--- src/rtl/rtc_alm_pkg.sv ---
package rtc_alm_pkg;
  localparam int REG_AW     = 4;
  localparam int N_FIELDS   = 4;
  localparam int FIELD_BASE = 2;
  localparam int FLAG_BIT   = 7;
  localparam logic [REG_AW-1:0] OFS_FLAGS = REG_AW'(0);
  localparam logic [7:0] UNMAPPED_BYTE = 8'hFF;

  typedef enum logic [2:0] {
    RATE_MONTH, RATE_DAY, RATE_HOUR, RATE_MIN, RATE_SEC, RATE_OFF
  } rate_e;

  // field index: 0 seconds, 1 minutes, 2 hours, 3 date
  function automatic logic [6:0] fld_bits(int idx);
    return (idx < 2) ? 7'h7F : 7'h3F;
  endfunction

  function automatic logic [6:0] fld_lo(int idx);
    return (idx == 3) ? 7'h01 : 7'h00;
  endfunction

  function automatic logic [6:0] fld_hi(int idx);
    case (idx)
      2:       return 7'h23;
      3:       return 7'h31;
      default: return 7'h59;
    endcase
  endfunction

  function automatic logic bcd_ok(logic [6:0] v, logic [6:0] lo, logic [6:0] hi);
    return (v[3:0] <= 4'd9) && (v >= lo) && (v <= hi);
  endfunction
endpackage

--- src/rtl/rtc_alm_regs.sv ---
module rtc_alm_regs
  import rtc_alm_pkg::*;
(
  input  logic                   clk,
  input  logic                   rst_n,
  input  logic                   req_valid,
  output logic                   req_ready,
  input  logic                   req_write,
  input  logic [REG_AW-1:0]      req_addr,
  input  logic [7:0]             req_wdata,
  output logic                   rsp_valid,
  input  logic                   rsp_ready,
  output logic [7:0]             rsp_rdata,
  input  logic                   flag_i,
  output logic                   flag_clr_o,
  output logic [N_FIELDS*8-1:0]  fields_o
);
  logic [7:0] field_q [N_FIELDS];
  logic       wr_fire, rd_fire;
  logic [7:0] rd_mux;

  assign req_ready  = !rsp_valid || rsp_ready;
  assign wr_fire    = req_valid && req_ready && req_write;
  assign rd_fire    = req_valid && req_ready && !req_write;
  assign flag_clr_o = rd_fire && (req_addr == OFS_FLAGS);

  for (genvar i = 0; i < N_FIELDS; i++) begin : g_field
    localparam logic [REG_AW-1:0] MY_OFS = REG_AW'(FIELD_BASE + i);
    logic [6:0] val;
    logic       hit_ok;
    assign val    = req_wdata[6:0] & fld_bits(i);
    assign hit_ok = wr_fire && (req_addr == MY_OFS) && bcd_ok(val, fld_lo(i), fld_hi(i));

    always_ff @(posedge clk) begin
      if (!rst_n)      field_q[i] <= 8'h00;
      else if (hit_ok) field_q[i] <= {req_wdata[7], val};
    end
    assign fields_o[i*8 +: 8] = field_q[i];

    AST_BAD_DIGIT_HOLDS: assert property (@(posedge clk) disable iff (!rst_n)
      (wr_fire && req_addr == MY_OFS && req_wdata[3:0] > 4'd9) |=> $stable(field_q[i]));
  end

  always_comb begin
    rd_mux = UNMAPPED_BYTE;
    if (req_addr == OFS_FLAGS) rd_mux = 8'(flag_i) << FLAG_BIT;
    for (int k = 0; k < N_FIELDS; k++)
      if (req_addr == REG_AW'(FIELD_BASE + k)) rd_mux = field_q[k];
  end

  always_ff @(posedge clk) begin
    if (!rst_n) begin
      rsp_valid <= 1'b0;
      rsp_rdata <= 8'h00;
    end else if (rd_fire) begin
      rsp_valid <= 1'b1;
      rsp_rdata <= rd_mux;
    end else if (rsp_ready) begin
      rsp_valid <= 1'b0;
    end
  end

  AST_RSP_HELD: assert property (@(posedge clk) disable iff (!rst_n)
    (rsp_valid && !rsp_ready) |=> (rsp_valid && $stable(rsp_rdata)));
endmodule

--- src/rtl/rtc_alm_match.sv ---
module rtc_alm_match
  import rtc_alm_pkg::*;
(
  input  logic [N_FIELDS*8-1:0] fields_i,
  input  logic [6:0]            now_sec,
  input  logic [6:0]            now_min,
  input  logic [5:0]            now_hour,
  input  logic [5:0]            now_date,
  output rate_e                 rate_o,
  output logic                  match_o
);
  logic [7:0] a_sec, a_min, a_hour, a_date;
  logic       eq_sec, eq_min, eq_hour, eq_date;

  assign a_sec  = fields_i[7:0];
  assign a_min  = fields_i[15:8];
  assign a_hour = fields_i[23:16];
  assign a_date = fields_i[31:24];

  assign eq_sec  = a_sec[6:0]  == now_sec;
  assign eq_min  = a_min[6:0]  == now_min;
  assign eq_hour = a_hour[6:0] == {1'b0, now_hour};
  assign eq_date = a_date[6:0] == {1'b0, now_date};

  always_comb begin
    case ({a_date[7], a_hour[7], a_min[7], a_sec[7]})
      4'b0000: rate_o = RATE_MONTH;
      4'b1000: rate_o = RATE_DAY;
      4'b1100: rate_o = RATE_HOUR;
      4'b1110: rate_o = RATE_MIN;
      4'b1111: rate_o = RATE_SEC;
      default: rate_o = RATE_OFF;
    endcase
  end

  always_comb begin
    case (rate_o)
      RATE_MONTH: match_o = eq_date && eq_hour && eq_min && eq_sec;
      RATE_DAY:   match_o = eq_hour && eq_min && eq_sec;
      RATE_HOUR:  match_o = eq_min && eq_sec;
      RATE_MIN:   match_o = eq_sec;
      RATE_SEC:   match_o = 1'b1;
      default:    match_o = 1'b0;
    endcase
  end
endmodule

--- src/rtl/rtc_alm_irq.sv ---
module rtc_alm_irq (
  input  logic clk,
  input  logic rst_n,
  input  logic tick_i,
  input  logic match_i,
  input  logic clr_i,
  output logic irq_o,
  output logic flag_o
);
  logic hit;
  assign hit = tick_i && match_i;

  always_ff @(posedge clk) begin
    if (!rst_n) begin
      irq_o  <= 1'b0;
      flag_o <= 1'b0;
    end else begin
      irq_o <= hit;
      if (hit)        flag_o <= 1'b1;
      else if (clr_i) flag_o <= 1'b0;
    end
  end

  AST_IRQ_AFTER_TICK: assert property (@(posedge clk) disable iff (!rst_n)
    irq_o |-> $past(tick_i));
  AST_IRQ_SETS_FLAG: assert property (@(posedge clk) disable iff (!rst_n)
    irq_o |-> flag_o);
endmodule

--- src/rtl/rtc_alarm_match.sv ---
module rtc_alarm_match
  import rtc_alm_pkg::*;
(
  input  logic              clk,
  input  logic              rst_n,
  input  logic              sec_tick,
  input  logic [6:0]        now_sec,
  input  logic [6:0]        now_min,
  input  logic [5:0]        now_hour,
  input  logic [5:0]        now_date,
  input  logic              req_valid,
  output logic              req_ready,
  input  logic              req_write,
  input  logic [REG_AW-1:0] req_addr,
  input  logic [7:0]        req_wdata,
  output logic              rsp_valid,
  input  logic              rsp_ready,
  output logic [7:0]        rsp_rdata,
  output logic              alarm_irq,
  output logic              alarm_flag
);
  logic [N_FIELDS*8-1:0] fields;
  logic                  flag_clr, match;
  rate_e                 rate;
  logic [3:0]            mask_bits;
  logic                  mask_legal;

  rtc_alm_regs u_regs (
    .clk(clk), .rst_n(rst_n),
    .req_valid(req_valid), .req_ready(req_ready), .req_write(req_write),
    .req_addr(req_addr), .req_wdata(req_wdata),
    .rsp_valid(rsp_valid), .rsp_ready(rsp_ready), .rsp_rdata(rsp_rdata),
    .flag_i(alarm_flag), .flag_clr_o(flag_clr), .fields_o(fields)
  );

  rtc_alm_match u_match (
    .fields_i(fields), .now_sec(now_sec), .now_min(now_min),
    .now_hour(now_hour), .now_date(now_date),
    .rate_o(rate), .match_o(match)
  );

  rtc_alm_irq u_irq (
    .clk(clk), .rst_n(rst_n), .tick_i(sec_tick), .match_i(match),
    .clr_i(flag_clr), .irq_o(alarm_irq), .flag_o(alarm_flag)
  );

  assign mask_bits  = {fields[31], fields[23], fields[15], fields[7]};
  assign mask_legal = (mask_bits == 4'b0000) || (mask_bits == 4'b1000) ||
                      (mask_bits == 4'b1100) || (mask_bits == 4'b1110) ||
                      (mask_bits == 4'b1111);

  AST_ILLEGAL_MASK_QUIET: assert property (@(posedge clk) disable iff (!rst_n)
    (sec_tick && !mask_legal) |=> !alarm_irq);
  AST_NO_TICK_NO_IRQ: assert property (@(posedge clk) disable iff (!rst_n)
    !sec_tick |=> !alarm_irq);
  AST_RATE_OFF_QUIET: assert property (@(posedge clk) disable iff (!rst_n)
    (sec_tick && rate == RATE_OFF) |=> !alarm_irq);
endmodule

--- config.mk ---
export PLATFORM = sky130hd
export DESIGN_NAME = rtc_alarm_match
export DESIGN_NICKNAME = d
export VERILOG_FILES = /design/src/rtl/rtc_alm_pkg.sv /design/src/rtl/rtc_alm_regs.sv /design/src/rtl/rtc_alm_match.sv /design/src/rtl/rtc_alm_irq.sv /design/src/rtl/rtc_alarm_match.sv
export SDC_FILE = /design/constraint.sdc
export NUM_CORES = 1
export LEC_CHECK = 0
export ABC_AREA = 1
export BUFFER_PORTS_ARGS = -buffer_cell sky130_fd_sc_hd__buf_2
export CORE_MARGIN = 2
export CORE_UTILIZATION = 53
export DETAILED_ROUTE_END_ITERATION = 12
export HOLD_SLACK_MARGIN = 0.03
export PLACE_DENSITY = 0.81
export REMOVE_ABC_BUFFERS = 1
export SYNTH_ARGS = -nofsm -noshare
export SYNTH_HDL_FRONTEND = slang
export SYNTH_SLANG_ARGS = --single-unit
--- constraint.sdc ---
create_clock -name clk -period 1.92 [get_ports clk]
set_clock_uncertainty 0.1 [all_clocks]
set_input_delay 0.192 -clock clk [delete_from_list [all_inputs] [get_ports clk]]
set_output_delay 0.192 -clock clk [all_outputs]
set_load 0.02 [all_outputs]
Word level (Yosys, flattened, before mapping)
Memory sizes are Yosys's and may differ from the RTL's.
Index checks and enable logic that the tools add are counted.
- register bits: 11
- bits in latches: 0
- RAM bits: 32
- memory bits (read-only): 0
- input bits: 44
- output and inout bits: 12
- logic and storage cells: 93
- memories: 1
- $add $sub $neg: 0
- $mul: 0
- divide/modulo/power cells: 0
- $lt $le $gt $ge: 7
- equality and inequality tests: 16
- shifts and indexed selects: 0
- muxes and demuxes: 28
- bitwise logic cells: 4
- reductions and logical operators: 33
- memories (name ; depth ; width ; rd ports ; clocked after Yosys merged registers in ; wr ports ; RTL line ; source):
    u_regs.field_q ; 4 ; 8 ; 4 ; 0 ; 4 ; rtc_alm_regs.sv:18 ; logic [7:0] field_q [N_FIELDS];
- operators by type and width (cell ; number):
    two-way mux 8 bit ; 9
    logical AND 1 bit ; 25
    two-way mux 1 bit ; 17
    == test 4 bit, second input constant ; 4
    case mux 3 bit (5 select lines) ; 1
    == test 7 x 6 -> 1 bit ; 2
    == test 7 bit ; 2
    greater-or-equal comparator 6 x 1 -> 1 bit, second input constant ; 2
    less-or-equal comparator 6 bit, second input constant ; 2
    == test 4 x 2 -> 1 bit, second input constant ; 2
    == test 4 x 3 -> 1 bit, second input constant ; 2
    logical NOT 4 bit ; 2
    greater-or-equal comparator 7 x 1 -> 1 bit, second input constant ; 1
    less-or-equal comparator 7 bit, second input constant ; 1
    == test 3 x 2 -> 1 bit, second input constant ; 2
    case mux 1 bit (5 select lines) ; 1
    less-or-equal comparator 4 bit, second input constant ; 1
    OR 1 bit ; 4
    nonzero test 2 bit ; 2
    == test 3 x 1 -> 1 bit, second input constant ; 1
    == test 3 bit, second input constant ; 1
    logical NOT 3 bit ; 1
    logical NOT 1 bit ; 2
    logical OR 1 bit ; 1

Logic depth before layout (Yosys ltp)
- depth in word-level cells: 10
- gate-level depth with buffers: 12
- depth with buffers taken out: 12

Cells and area by module
From an unflattened synthesis, not the netlist that was laid out.
- cells, all modules: 335
- area, all modules: 2557.5 µm²
- modules (own cells, without submodules) (module ; times used ; cells each ; area an instance (µm²) ; seq. area each (µm²)):
    rtc_alm_regs ; 1 ; 228 ; 2000.7 ; 1081.0
    rtc_alm_match ; 1 ; 100 ; 495.5 ; 0.0
    rtc_alm_irq ; 1 ; 7 ; 61.3 ; 40.0

Least setup slack after synthesis
OpenSTA, ideal clock, no wires.
- path type: reg2reg
- start: register u_regs.rsp_valid
- end: memory u_regs.field_q[0][0] (enable)
- library setup time: 329 ps
- arrival time: 1301 ps
- data required time: 1491 ps
- path slack: 190 ps
- cell stages (with the launch flop): 8
- buffers on the path: 0
- period minus slack after synthesis: 1730 ps
- cell sequence: dfxtp_1 > inv_1 > nor2_1 > inv_1 > nand4_2 > a21oi_2 > nand2_1 > nand2_1
- RTL lines (element ; RTL line ; source):
    start: declaration ; rtc_alm_regs.sv:11 ; output logic rsp_valid,
    start signal: assignment ; rtc_alm_regs.sv:53 ; rsp_valid <= 1'b0;
    start signal: assignment ; rtc_alm_regs.sv:56 ; rsp_valid <= 1'b1;
    start signal: assignment ; rtc_alm_regs.sv:59 ; rsp_valid <= 1'b0;
    end: declaration ; rtc_alm_regs.sv:18 ;

==> impl_metrics.py <==
metrics = {
    "setup_path": {
        "critPathRequiredTime_ns": 1.79,
        "arrival_ns": 1.57,
        "cp-end-kind": "register",
        "crit_type": "register to register",
        "cp_slowest_cell": "dfxtp_1",
        "r2r_start": "u_regs.rsp_valid$_SDFFE_PN0P_",
        "critPathMaxFanout": 8,
        "cp_slowest_stage_delay_ns": 0.32,
        "path_cells": "inv_1 -> nor2_1 -> inv_1 -> nand4_2 -> a21oi_2 -> nand2_1 -> nand2_1",
        "path_buf_inv": 2,
        "startpoint_type": "register",
        "cpLargestDelayFamily": "simple AND/OR/NAND/NOR gates",
        "crit_start": "u_regs.rsp_valid$_SDFFE_PN0P_",
    },
    "logic_synthesis": {
        "yosys.area.top_type_share_pct": 39.2,
        "syn_avg_cell_area_um2": 7.96,
        "synth.area.top_cells": "edfxtp_1, nand2_1, dfxtp_1, nor2_1, inv_1",
        "ys_seq_area_share_pct": 48.7,
        "synth_cell_types": 28,
        "netlist_instances": 289,
        "yosysWarningCount": 0,
        "mappedNetlistArea_um2": 2300,
        "synth_area_leader_cell": "edfxtp_1",
        "synth-seq-cells": 41,
    },
    "placed_design": {
        "dp_slack_ns": 0.131,
        "place_congestion": 0.973,
        "io_buffers": 55,
        "hpwl_mm": 4.34,
        "placed_area_um2": 2640,
    },
    "sta": {
        "finalSetupTns_ns": 0,
        "rsz0062_at_grt": "false",
        "hold_violations": 0,
        "slew_violations": 0,
        "slew_headroom_pct": 77.9,
        "tightest_slew_ns": 0.330,
        "fmax_mhz": 591,
        "setup_viol": 0,
        "period_share_pct": 88.1,
        "final.setup.worst_slack_ns": 0.228,
        "period_needed_ns": 1.69,
    },
    "worst_hold_path": {
        "hold_start": "rst_n",
        "hp-class": "input pin to register",
    },
    "route": {
        "drtPass1Iterations": 5,
        "drt_wl_total_mm": 5.43,
        "postRouteAntennaNets": 0,
        "drt_iter0_drc": 169,
        "routedWlPerCell_um": 13.5,
        "drc": 0,
        "viasPerCell": 5.14,
        "vias": 2065,
    },
    "status": {
        "run_status": "finished, final reports clean",
    },
    "global_route": {
        "grt_pass1_wl_mm": 8.69,
        "grt.total_usage_pct": 22.7,
        "antenna_found_initial": 0,
        "grt_max_degree": 17,
        "grt_overflow": 0,
        "grt_pass1_vias": 1903,
    },
    "die": {
        "core_area_um2": 4090,
        "dieArea_um2": 4880,
        "die_h_um": 69.9,
        "core.rowCount": 23,
        "initial_core_util_pct": 56.3,
        "die_width_um": 69.9,
        "ioPinCount": 56,
    },
    "clock_network": {
        "htree_levels": 2,
        "cts_setup_buffers": 0,
        "cts_resized": 0,
        "cts_made_buffers": 5,
        "cts.clk_slew.worst_paths_ns": 0.09,
        "cts_tree": "yes",
        "clk_latency_ns": 0.30,
        "clock_path_buffers": 2,
        "cts_hold_buf": 0,
        "cts_root_buf": "clkbuf_8",
        "cts.sinks": 41,
    },
    "finish": {
        "fillers": 363,
        "fin_nets": 395,
        "final_common_cell": "nand2_1",
        "stdcell_area_um2": 2740,
        "syn_to_final_growth_pct": 19.2,
        "antenna_cells": 0,
        "drive_above_1_share_pct": 23.3,
        "mostFrequentLayoutCells": "nand2_1, buf_2, nor2_1, inv_1, edfxtp_1",
    },
    "power": {
        "power_frac_clock_pct": 32.2,
        "power_frac_seq_pct": 53.4,
        "p_int_mw": 1.37,
        "power_density_nw_per_um2": 694,
        "switching_share_pct": 28.1,
        "p_leak_nw": 1.32,
        "p_comb_share_pct": 14.3,
        "p_switching_uw": 534,
        "irDropWorstVdd_v": 0.000547,
    },
    "flow_run": {
        "maxCapViolations": 0,
    },
}
-- metrics by stage --
step / cells / hold WS, ns / power [mW] / util (%)
finish: 402 / 0.119 / 1.90 / 67.1
global route: 402 / 0.123 / 1.98 / 67.1
detailed placement: 394 / 0.356 / 1.31 / 64.7
CTS: 402 / 0.117 / 1.91 / 67.1
global placement: 394 / 0.350 / 1.30 / 64.7
floorplan: 286 / 0.222 / 1.18 / -
-- power by group through the flow --
stage / clock network [mW] / registers, mW / logic, mW
final: 0.613 / 1.02 / 0.273
after global routing: 0.654 / 1.02 / 0.305
after CTS: 0.617 / 1.02 / 0.273
after detailed placement: 0 / 1.04 / 0.272
after global placement: 0 / 1.04 / 0.264
after floorplan: 0 / 1.04 / 0.139
-- cells in the mapped netlist --
master	count
nor3_2	2
inv_2	3
xnor2_1	9
o21ai_0	26
o22ai_1	1
dfxtp_1	11
clkbuf_1	1
inv_1	41
a21oi_2	1
buf_2	1
nor3b_4	1
a21oi_1	16
or2_2	2
nand4_1	1
nand2_2	3
o221ai_1	2
nand2_1	60
buf_4	1
a31oi_1	2
xor2_1	7
o211ai_1	2
nor3_1	4
nand3_2	2
edfxtp_1	30
nor2_2	1
nand3_1	7
nand4_2	1
nor2_1	51
-- flip-flops by register name, indices dropped and copies added (netlist names) --
signal / cells
u_irq.flag_o: 1
u_irq.irq_o: 1
u_regs.field_q: 30
u_regs.rsp_rdata: 8
u_regs.rsp_valid: 1
-- worst register-to-register path, cell delays in order, from the launching register on --
cell     delay [ns]
dfxtp_1        0.32
inv_1          0.05
nor2_1         0.04
inv_1          0.09
nand4_2        0.18
a21oi_2        0.26
nand2_1        0.08
nand2_1        0.27
-- routing by layer --
layer / GRT usage (%) / part of all wire, % / up-vias
li1: - / - / 1061
met1: 31.2 / 43 / 916
met2: 38.3 / 48 / 80
met3: 3.61 / 8.6 / 8
met4: 4.49 / 0.87 / 0
met5: 0 / 0 / -
-- layout make-up --
type                       instances  area [µm²]  share of cell area, %
inverter                          44         165                   6.02
multi-input combinational        201         997                   36.4
clock inverter                     3        28.8                   1.05
tap                               50        62.6                   2.28
sequential                        41        1120                   40.9
timing repair buffer              58         298                   10.9
clock buffer                       5        68.8                   2.51
-- cells by family after synthesis --
logic type / share of synthesized area, %
buf+inv: 7.89
xor+xnor: 6.09
simple gates: 25.5
compound gates: 11.8
flops: 48.7
-- path summary, 6_finish.rpt --
check / to / slack [ns] / depth (start not counted)
worst max-delay path: u_regs.field_q[0][7]$_SDFFCE_PN0P_ / 0.23 / 7
worst min-delay path: u_regs.rsp_rdata[7]$_SDFFE_PN0P_ / 0.12 / 3
worst max register to register: u_regs.field_q[0][7]$_SDFFCE_PN0P_ / 0.23 / 7
worst min register to register: u_regs.rsp_rdata[7]$_SDFFE_PN0P_ / 0.37 / 2
(Power assumes the default switching activity.)
